### config.mk
export PLATFORM = sky130hd
export DESIGN_NAME = evt_upload_poller
export DESIGN_NICKNAME = d
export VERILOG_FILES = /design/src/rtl/evt_pkg.sv /design/src/rtl/evt_store.sv /design/src/rtl/upload_seq.sv /design/src/rtl/evt_upload_poller.sv
export SDC_FILE = /design/constraint.sdc
export NUM_CORES = 1
export LEC_CHECK = 0
export BUFFER_PORTS_ARGS = -buffer_cell sky130_fd_sc_hd__buf_2
export CORE_UTILIZATION = 60
export CTS_CLUSTER_SIZE = 20
export DETAILED_ROUTE_END_ITERATION = 10
export PLACE_DENSITY_LB_ADDON = 0.12
export REMOVE_ABC_BUFFERS = 1
export SLEW_MARGIN = 0
export SYNTH_ARGS = -nofsm -noshare
export SYNTH_HDL_FRONTEND = slang
export SYNTH_SLANG_ARGS = --single-unit
### constraint.sdc
create_clock -name clk -period 5.96 [get_ports clk]
set_input_delay 1.49 -clock clk [delete_from_list [all_inputs] [get_ports clk]]
set_output_delay 1.49 -clock clk [all_outputs]
set_load 0.01 [all_outputs]
### src/rtl/evt_pkg.sv
package evt_pkg;
    typedef enum logic [2:0] {
        ST_IDLE,
        ST_RECV,
        ST_POLL_TX,
        ST_POLL_WAIT,
        ST_LEN_TX,
        ST_MASK_TX,
        ST_DATA_TX
    } seq_state_t;

    localparam logic [7:0] POLL_CODE = 8'h5A;
    localparam logic [7:0] HOST_ACK  = 8'hC3;
endpackage

### src/rtl/evt_store.sv
module evt_store #(
    parameter int DEPTH = 8,
    parameter int W     = 8,
    localparam int IDX_W = (DEPTH > 1) ? $clog2(DEPTH) : 1,
    localparam int CNT_W = $clog2(DEPTH + 1)
) (
    input  logic             clk,
    input  logic             rst_n,
    input  logic             wr_en,
    input  logic [W-1:0]     wr_data,
    input  logic             wr_func,
    input  logic             clr,
    input  logic [IDX_W-1:0] rd_idx,
    output logic [W-1:0]     rd_data,
    output logic [CNT_W-1:0] cnt,
    output logic [DEPTH-1:0] mask
);
    logic [W-1:0] slot_q [DEPTH];
    logic         full;

    assign full = (cnt == CNT_W'(DEPTH));

    always_ff @(posedge clk) begin
        if (!rst_n || clr)
            cnt <= '0;
        else if (wr_en && !full)
            cnt <= cnt + CNT_W'(1);
    end

    for (genvar i = 0; i < DEPTH; i++) begin : g_slot
        logic take;
        logic fbit_q;
        assign take = wr_en && !clr && (cnt == CNT_W'(i));
        always_ff @(posedge clk) begin
            if (!rst_n || clr)
                fbit_q <= 1'b0;
            else if (take)
                fbit_q <= wr_func;
        end
        always_ff @(posedge clk) begin
            if (take)
                slot_q[i] <= wr_data;
        end
        assign mask[i] = fbit_q;
    end

    assign rd_data = slot_q[rd_idx];


    cnt_bound_chk: assert property (@(posedge clk) disable iff (!rst_n)
        cnt <= CNT_W'(DEPTH));


    full_drop_chk: assert property (@(posedge clk) disable iff (!rst_n)
        (wr_en && !clr && full) |=> ($stable(cnt) && $stable(mask)));


    clear_empty_chk: assert property (@(posedge clk) disable iff (!rst_n)
        clr |=> (cnt == '0 && mask == '0));
endmodule

### src/rtl/upload_seq.sv
module upload_seq
    import evt_pkg::*;
#(
    parameter int DEPTH = 8,
    parameter int W     = 8,
    localparam int IDX_W = (DEPTH > 1) ? $clog2(DEPTH) : 1,
    localparam int CNT_W = $clog2(DEPTH + 1)
) (
    input  logic             clk,
    input  logic             rst_n,
    input  logic             ring_en,
    input  logic             rx_start,
    input  logic             rx_valid,
    input  logic             rx_done,
    input  logic             sec_tick,
    input  logic             host_valid,
    input  logic [7:0]       host_data,
    input  logic             tx_ready,
    input  logic [CNT_W-1:0] cnt,
    input  logic [DEPTH-1:0] mask,
    input  logic [W-1:0]     rd_data,
    output logic             st_wr,
    output logic             st_clr,
    output logic [IDX_W-1:0] rd_idx,
    output logic             ring_out,
    output logic             tx_valid,
    output logic [W-1:0]     tx_data
);
    seq_state_t state, nxt;
    logic [IDX_W-1:0] idx;
    logic fire, ack, last;

    assign fire = tx_valid && tx_ready;
    assign ack  = host_valid && (host_data == HOST_ACK);
    assign last = ((CNT_W'(idx) + CNT_W'(1)) == cnt);

    always_comb begin
        nxt = state;
        unique case (state)
            ST_IDLE:      if (rx_start) nxt = ST_RECV;
            ST_RECV:      if (rx_done) nxt = ST_POLL_TX;
            ST_POLL_TX:   if (fire) nxt = ST_POLL_WAIT;
            ST_POLL_WAIT: if (ack) nxt = ST_LEN_TX;
                          else if (sec_tick) nxt = ST_POLL_TX;
            ST_LEN_TX:    if (fire) nxt = ST_MASK_TX;
            ST_MASK_TX:   if (fire) nxt = (cnt == '0) ? ST_IDLE : ST_DATA_TX;
            ST_DATA_TX:   if (fire && last) nxt = ST_IDLE;
            default:      nxt = ST_IDLE;
        endcase
    end

    always_ff @(posedge clk) begin
        if (!rst_n) state <= ST_IDLE;
        else        state <= nxt;
    end

    always_ff @(posedge clk) begin
        if (!rst_n)
            idx <= '0;
        else if (state == ST_MASK_TX)
            idx <= '0;
        else if (state == ST_DATA_TX && fire && !last)
            idx <= idx + IDX_W'(1);
    end

    always_ff @(posedge clk) begin
        if (!rst_n)
            ring_out <= 1'b0;
        else if (state == ST_IDLE && rx_start && ring_en)
            ring_out <= 1'b1;
        else if (state == ST_POLL_WAIT && ack)
            ring_out <= 1'b0;
    end

    always_comb begin
        tx_valid = 1'b0;
        tx_data  = '0;
        unique case (state)
            ST_POLL_TX: begin tx_valid = 1'b1; tx_data = W'(POLL_CODE); end
            ST_LEN_TX:  begin tx_valid = 1'b1; tx_data = W'(cnt) + W'(1); end
            ST_MASK_TX: begin tx_valid = 1'b1; tx_data = W'(mask); end
            ST_DATA_TX: begin tx_valid = 1'b1; tx_data = rd_data; end
            default:    begin tx_valid = 1'b0; tx_data = '0; end
        endcase
    end

    assign st_wr  = (state == ST_RECV) && rx_valid;
    assign st_clr = fire && ((state == ST_MASK_TX && cnt == '0) ||
                             (state == ST_DATA_TX && last));
    assign rd_idx = idx;


    tx_hold_chk: assert property (@(posedge clk) disable iff (!rst_n)
        (tx_valid && !tx_ready) |=> (tx_valid && $stable(tx_data)));


    ring_drop_chk: assert property (@(posedge clk) disable iff (!rst_n)
        $fell(ring_out) |-> $past(ack));


    ring_rise_chk: assert property (@(posedge clk) disable iff (!rst_n)
        $rose(ring_out) |-> $past(rx_start && ring_en));


    poll_pace_chk: assert property (@(posedge clk) disable iff (!rst_n)
        (state == ST_POLL_WAIT && !sec_tick && !host_valid) |=> !tx_valid);


    upload_end_chk: assert property (@(posedge clk) disable iff (!rst_n)
        st_clr |=> !tx_valid);
endmodule

### src/rtl/evt_upload_poller.sv
module evt_upload_poller #(
    parameter int DEPTH = 8,
    parameter int W     = 8
) (
    input  logic         clk,
    input  logic         rst_n,
    input  logic         ring_en,
    input  logic         rx_start,
    input  logic         rx_valid,
    input  logic [W-1:0] rx_data,
    input  logic         rx_func,
    input  logic         rx_done,
    input  logic         sec_tick,
    input  logic         host_valid,
    input  logic [7:0]   host_data,
    input  logic         tx_ready,
    output logic         tx_valid,
    output logic [W-1:0] tx_data,
    output logic         ring_out
);
    localparam int IDX_W = (DEPTH > 1) ? $clog2(DEPTH) : 1;
    localparam int CNT_W = $clog2(DEPTH + 1);

    logic             st_wr, st_clr;
    logic [IDX_W-1:0] rd_idx;
    logic [W-1:0]     rd_data;
    logic [CNT_W-1:0] cnt;
    logic [DEPTH-1:0] mask;

    evt_store #(.DEPTH(DEPTH), .W(W)) u_store (
        .clk     (clk),
        .rst_n   (rst_n),
        .wr_en   (st_wr),
        .wr_data (rx_data),
        .wr_func (rx_func),
        .clr     (st_clr),
        .rd_idx  (rd_idx),
        .rd_data (rd_data),
        .cnt     (cnt),
        .mask    (mask)
    );

    upload_seq #(.DEPTH(DEPTH), .W(W)) u_seq (
        .clk        (clk),
        .rst_n      (rst_n),
        .ring_en    (ring_en),
        .rx_start   (rx_start),
        .rx_valid   (rx_valid),
        .rx_done    (rx_done),
        .sec_tick   (sec_tick),
        .host_valid (host_valid),
        .host_data  (host_data),
        .tx_ready   (tx_ready),
        .cnt        (cnt),
        .mask       (mask),
        .rd_data    (rd_data),
        .st_wr      (st_wr),
        .st_clr     (st_clr),
        .rd_idx     (rd_idx),
        .ring_out   (ring_out),
        .tx_valid   (tx_valid),
        .tx_data    (tx_data)
    );
endmodule

==> reports/qor.yml, run 1 <==
final_layout:
  syn_to_final_growth_pct: 10.1
  final.fill_count: 421
  final_net_count: 332
  drive_above_1_share_pct: 28.4
  n_antenna_cell: 0
timing:
  whs_ns: 0.517
  fin_worst_skew_ns: 0.0100
  hold_violations: 0
  setup_viol: 0
  fin_crit_sh_pct: 69.8
  relSlewSlack_pct: 26.4
  worst_slack_ns: 1.80
  max_freq_mhz: 240
  worst_pin_slew_ns: 1.10
  finalCriticalPeriod_ns: 4.16
  totalNegativeSetupSlack_ns: 0
  rsz0062_at_grt: "false"
  maxSlewViolCount: 0
power:
  p_int_uw: 979
  power.density_nw_per_um2: 326
  swShare_pct: 29.6
  leakagePower_nw: 1.43
  vdd_drop_max_mv: 0.219
  p_seq_share_pct: 52.4
  total_power_mw: 1.39
  pwr-share-clk_pct: 29.6
  p_switching_uw: 411
  combinationalPowerShare_pct: 17.9
cts:
  clkSlewWorstSetupHoldPaths_ns: 0.08
  clockBufferDepth: 2
  cts_root_buf: "clkbuf_8"
  post_cts_buffers: 0
  postCtsHoldBufs: 0
  numCtsBuffers: 9
  cts_num_sinks: 86
  cts_tree: "done"
  htree_levels: 3
  cts_resized: 0
  clk-insertion-delay-late_ns: 0.35
grt:
  met2_usage_pct: 41.4
  grt_pass1_wl_mm: 11.7
  met1_usage_pct: 33.6
  grt_busiest_layer: "met2"
  grt_max_degree: 24
  grt_pass1_vias: 2257
  overflow: 0
  grtUsageTotal_pct: 25.4
  met3_usage_pct: 4.62
  antenna_found_initial: 0
flow_run:
  drv_cap: 0
routing:
  viasPerCell: 6.11
  ant_nets: 0
  first_pass_iters: 4
  drtIter0Drc: 136
  drt_wl_total_mm: 7.76
  drc: 0
  avgRoutedWirePerCell_um: 20.4
  num_vias: 2327
floorplan:
  die_y_um: 82.3
  dieArea_um2: 6780
  die_w_um: 82.3
  coreArea_um2: 6060
  placementRows: 28
  initial_core_util_pct: 63.9
  io_pins: 36
worst_setup_path:
  cp.required_ns: 4.47
  critPathCaptureType: "output pin"
  critPathArrivalTime_ns: 2.67
  crit_path_start_kind: "register"
  worstSetupPathType: "register to output pin"
  worstPathMaxFanout: 16
  rr_worst_depth: 5
yosys:
  synthesis.yosys.warnings: 0
  synth_seq_cells: 86
  synth_cells: 269
  synth_cell_types: 49
  ys_seq_area_share_pct: 61.0
  syn_area_um2: 3870
  avgSynthCellArea_um2: 14.4
placement:
  dp_slack_ns: 2.12
  io_buffers: 35
  hpwlAfterDp_mm: 5.14
  globalplace.congestion: 0.795
min_path:
  min_path_cells: 2
  hold_class: "register to register"
run_status:
  status: "complete, no violations"
==> logic make-up (layout without fill, tap and decap cells) <==
logic type      Yosys count  in the layout  share of synthesized area (%)
fa+ha+maj                 5              5                           1.62
simple gates             79             79                           11.8
compound gates           34             34                           6.20
buf+inv                  19             56                           2.55
flops                    86             86                           61.0
xor+xnor                  8              8                           1.81
mux                      38             38                           15.0
==> sequential cells by signal, indices dropped and copies added (netlist names), named ones only <==
| signal | cells |
|---|---|
| u_seq.state | 3 |
| u_seq.ring_out | 1 |
| u_store.g_slot.fbit_q | 8 |
| u_store.cnt | 4 |
| u_seq.rd_idx | 3 |
| u_store.slot_q | 64 |
==> critical path: stages (launching register included) <==
cell,delay (ns)
dfxtp_1,1.06
mux4_2,0.61
mux2i_1,0.23
a21oi_1,0.11
a21o_1,0.19
buf_2,0.13
==> metrics by stage <==
| stage | util [%] | cell area [um^2] | cells |
|---|---|---|---|
| 2_1_floorplan | - | 3790 | 255 |
| 3_3_place_gp | 67.0 | 4060 | 365 |
| 3_5_place_dp | 67.0 | 4060 | 365 |
| 4_1_cts | 70.4 | 4260 | 381 |
| 5_1_grt | 70.4 | 4260 | 381 |
| 6_report | 70.4 | 4260 | 381 |
==> worst paths after layout <==
| path | start | to | slack (ns) |
|---|---|---|---|
| hold reg to reg | u_store.g_slot[1].fbit_q | u_store.g_slot[1].fbit_q | 0.52 |
| hold / removal | u_store.g_slot[1].fbit_q | u_store.g_slot[1].fbit_q | 0.52 |
| setup reg to reg | u_seq.state[0] | u_store.g_slot[4].fbit_q | 3.52 |
| setup / recovery | register | tx_data[3] | 1.80 |
==> metal layers <==
metal	part of all wire (%)	routed length, um	vias to the layer above
li1	-	-	1085
met1	44	3380	1147
met2	49	3800	82
met3	5.3	415	13
met4	2.0	159	0
met5	0	0	-
==> power groups by stage <==
stage	logic, mW	clock network, mW	registers (mW)
after floorplan	0.174	0	0.722
after global placement	0.243	0	0.740
after detailed placement	0.247	0	0.741
after CTS	0.250	0.419	0.727
after global routing	0.275	0.442	0.735
final	0.249	0.412	0.729
==> cells in the final DEF, fill, tap and decap left out, types with 4 or more instances in the layout <==
master and instances:
dfxtp_1 22, nor2_2 10, buf_2 35, ha_1 5, xor2_1 4, edfxtp_1 64
o21ai_1 4, a21oi_1 9, mux2i_1 21, clkbuf_8 9, nor2b_1 4, nand2_1 22
xnor2_1 4, nor2_1 10, inv_1 5, nand3_1 4, o21ai_0 6, mux4_2 16
and2_1 8
==> area by class of cell <==
cell class / count / area, um^2 / share of cell area (%)
clock buffer: 9 / 124 / 2.90
clock inverter: 7 / 78.8 / 1.85
inverter: 5 / 18.8 / 0.440
multi-input combinational: 164 / 1410 / 33.1
sequential: 86 / 2360 / 55.4
tap: 75 / 93.8 / 2.20
timing repair buffer: 35 / 175 / 4.11
==> cells in the mapped netlist (all sizes together) <==
library cell  number  area (um^2)
nand3b             1         7.51
a31oi              3         25.0
a21bo              1         10.0
o311ai             1         16.3
o21a               1         7.51
and3b              2         17.5
and2              12         78.8
o21ai             10         50.1
nand4bb            1         11.3
mux2i             21          210
dfxtp             22          440
nand3              4         20.0
nand2             22         82.6
a21oi              9         45.0
and4bb             1         12.5
a21o               2         15.0
xnor2              4         35.0
or4b               2         20.0
o221ai             1         26.3
ha                 5         62.6
xor2               4         35.0
edfxtp            64         1920
or3                1         11.3
o2111ai            2         17.5
nand4              1         6.26
nand2b             1         6.26
nor2              20          100
mux4              16          360
o22ai              3         18.8
or4                1         7.51
clkbuf             2         7.51
nor2b              4         25.0
inv                5         18.8
nor4b              1         8.76
a2111oi            1         8.76
nor3b              1         7.51
buf               12         72.6
mux2               1         11.3
nand4b             1         8.76
nor3               3         25.0
No activity file was read; power rests on OpenSTA's default activity.
==> run 2, diff against run 1 <==
- ABC_AREA: not set -> 1
- CORE_UTILIZATION: 60 -> 53
- clock period: 5.96 -> 3.7 ns (I/O delays scaled with it)
==> run 2 against run 1 <==
Against the previous run: power grew 59%; global-route usage shrank 1.5 points; area after synthesis grew 1.4%; largest cell class unchanged; clock power grew 48%; sequential cell count is the same; via count grew 25%; setup slack lost 1.1 ns.
==> reports/qor.yml, run 2 <==
run_status:
  status: "complete, no violations"
yosys:
  synthXorXnorAreaFrac_pct: 0.223
  synthArstFlopShare_pct: 0
  synth_seq_cells: 86
  muxShareOfSynthArea_pct: 1.53
  synth_edf_count: 64
  synth_cells: 386
  synth_top_area_share_pct: 49.0
  ys_top_cells_by_count: "edfxtp_1, nand2_1, nor2_1"
  netlist_top_cells_area: "edfxtp_1, dfxtp_1, nand2_1"
  avgSynthCellArea_um2: 10.2
  yosysTopAreaCell: "edfxtp_1"
  synthesis.yosys.warnings: 0
  synthAdderAreaFrac_pct: 1.59
  synth_cell_types: 35
  ys_seq_area_share_pct: 60.2
  synth-compound-area-share_pct: 12.8
  synth_flop_cell: "edfxtp_1"
  synth_top_family_by_area: "simple AND/OR/NAND/NOR gates"
  syn_area_um2: 3930
  synthSimpleGateAreaFrac_pct: 18.6
power:
  combinationalPowerShare_pct: 21.7
  swShare_pct: 32.1
  pwr-share-clk_pct: 27.6
  power.density_nw_per_um2: 506
  vdd_drop_max_mv: 0.271
  p_int_mw: 1.50
  p_switching_uw: 710
  p_seq_share_pct: 50.7
  leakagePower_nw: 1.59
cts:
  post_cts_buffers: 0
  cts_root_buf: "clkbuf_8"
  clk-insertion-delay-late_ns: 0.36
  cts_resized: 0
  numCtsBuffers: 9
  postCtsHoldBufs: 0
  clockBufferDepth: 2
  clkSlewWorstSetupHoldPaths_ns: 0.09
  cts_tree: "done"
  htree_levels: 3
  cts_num_sinks: 86
floorplan:
  coreArea_um2: 7210
  initial_core_util_pct: 54.4
  die_w_um: 88.1
  die_y_um: 88.1
  dieArea_um2: 7750
  io_pins: 36
  placementRows: 31
final_layout:
  n_antenna_cell: 0
  drive_above_1_share_pct: 20.8
  fin_area_um2: 4360
  final_cell_mix: "nand2_1, edfxtp_1, nor2_1"
  largest_register_ffs: 64
  top_regs: "u_store.slot_q (64), u_store.g_slot.fbit_q (8), u_store.cnt (4)"
  final.fill_count: 661
  syn_to_final_growth_pct: 11.1
  final_net_count: 453
  top_register: "u_store.slot_q"
routing:
  first_pass_iters: 4
  num_vias: 2903
  ant_nets: 0
  viasPerCell: 5.52
  drc: 0
  avgRoutedWirePerCell_um: 16.5
  drtIter0Drc: 155
  drt_wl_total_mm: 8.68
timing:
  worst_pin_slew_ns: 0.824
  rsz0062_at_grt: "false"
  maxSlewViolCount: 0
  setup_viol: 0
  fin_worst_skew_ns: 0.00800
  totalNegativeSetupSlack_ns: 0
  hold_violations: 0
  whs_ns: 0.467
  max_freq_mhz: 331
  fin_crit_sh_pct: 81.6
  relSlewSlack_pct: 44.9
  finalCriticalPeriod_ns: 3.02
grt:
  overflow: 0
  grt_pass1_wl_mm: 13.2
  grt_max_degree: 27
  antenna_found_initial: 0
  grtUsageTotal_pct: 23.9
  grt_pass1_vias: 2658
worst_setup_path:
  critPathArrivalTime_ns: 2.10
  critPathMaxStageDelay_ns: 0.62
  crit_path_start_kind: "register"
  worstPathMaxFanout: 26
  crit_chain: "inv_2 -> o21ai_0 -> o21ai_0 -> o211ai_1 -> nand4_1 -> buf_2"
  cp_num_buf_inv: 2
  reg2reg_slack_ns: 1.69
  slowest_stage: "dfxtp_1"
  cp.required_ns: 2.77
  critPathTopFamily: "flip-flops"
  worstSetupPathType: "register to output pin"
  critPathCaptureType: "output pin"
  crit_top_cell: "o21ai_0"
min_path:
  hold_class: "register to register"
flow_run:
  drv_cap: 0
placement:
  io_buffers: 35
  hpwlAfterDp_mm: 5.75
  globalplace.congestion: 0.820
  placed_cell_area_um2: 4180
==> run 2: kinds of logic after synthesis <==
family | after synthesis
flops | 86
buf+inv | 48
xor+xnor | 1
mux | 6
simple gates | 165
fa+ha+maj | 5
compound gates | 75
==> run 2: path summary, 6_finish.rpt <==
kind | end | start | depth (start not counted)
setup reg to reg | u_store.g_slot[7].fbit_q | u_seq.rd_idx[0] | 8
setup / recovery | tx_data[3] | register | 6
hold / removal | u_store.g_slot[6].fbit_q | u_store.g_slot[6].fbit_q | 2
hold reg to reg | u_store.g_slot[6].fbit_q | u_store.g_slot[6].fbit_q | 2
==> run 2: final cells by class <==
type	instances	area (um^2)	share of cell area [%]
tap	99	124	2.84
clock buffer	9	124	2.84
inverter	35	133	3.04
timing repair buffer	38	198	4.53
multi-input combinational	252	1360	31.3
clock inverter	7	57.6	1.32
sequential	86	2360	54.2
==> run 2: layer usage <==
layer  up-vias  routed length (um)  track usage (%)  part of all wire (%)
met1      1391                3920             32.0                    45
met5         -                   0                0                     0
li1       1408                   -                -                     -
met4         0                 140             9.82                   1.6
met3        12                 499             5.56                   5.7
met2        92                4130             37.8                    48
==> run 2: metrics by stage <==
stage	setup WS, ns	util (%)	power [mW]	std cells
global placement	1.09	57.9	1.61	510
CTS	0.630	60.5	2.22	526
floorplan	1.05	-	1.47	373
finish	0.680	60.5	2.21	526
global route	0.432	60.5	2.32	526
detailed placement	1.03	57.9	1.62	510
==> run 2: power by group through the flow <==
stage | Combinational, mW | Sequential (mW) | Clock, mW
6_report | 0.479 | 1.12 | 0.610
5_1_grt | 0.535 | 1.12 | 0.658
4_1_cts | 0.482 | 1.12 | 0.623
3_5_place_dp | 0.480 | 1.14 | 0
3_3_place_gp | 0.472 | 1.14 | 0
2_1_floorplan | 0.337 | 1.13 | 0
==> run 2: worst min-delay path: cells and delay by family, from the launching register on <==
family             cells  cell delay [ns]
AOI/OAI and AO/OA      1             0.05
DFF                    1             0.32
and+or+nand+nor        1             0.06
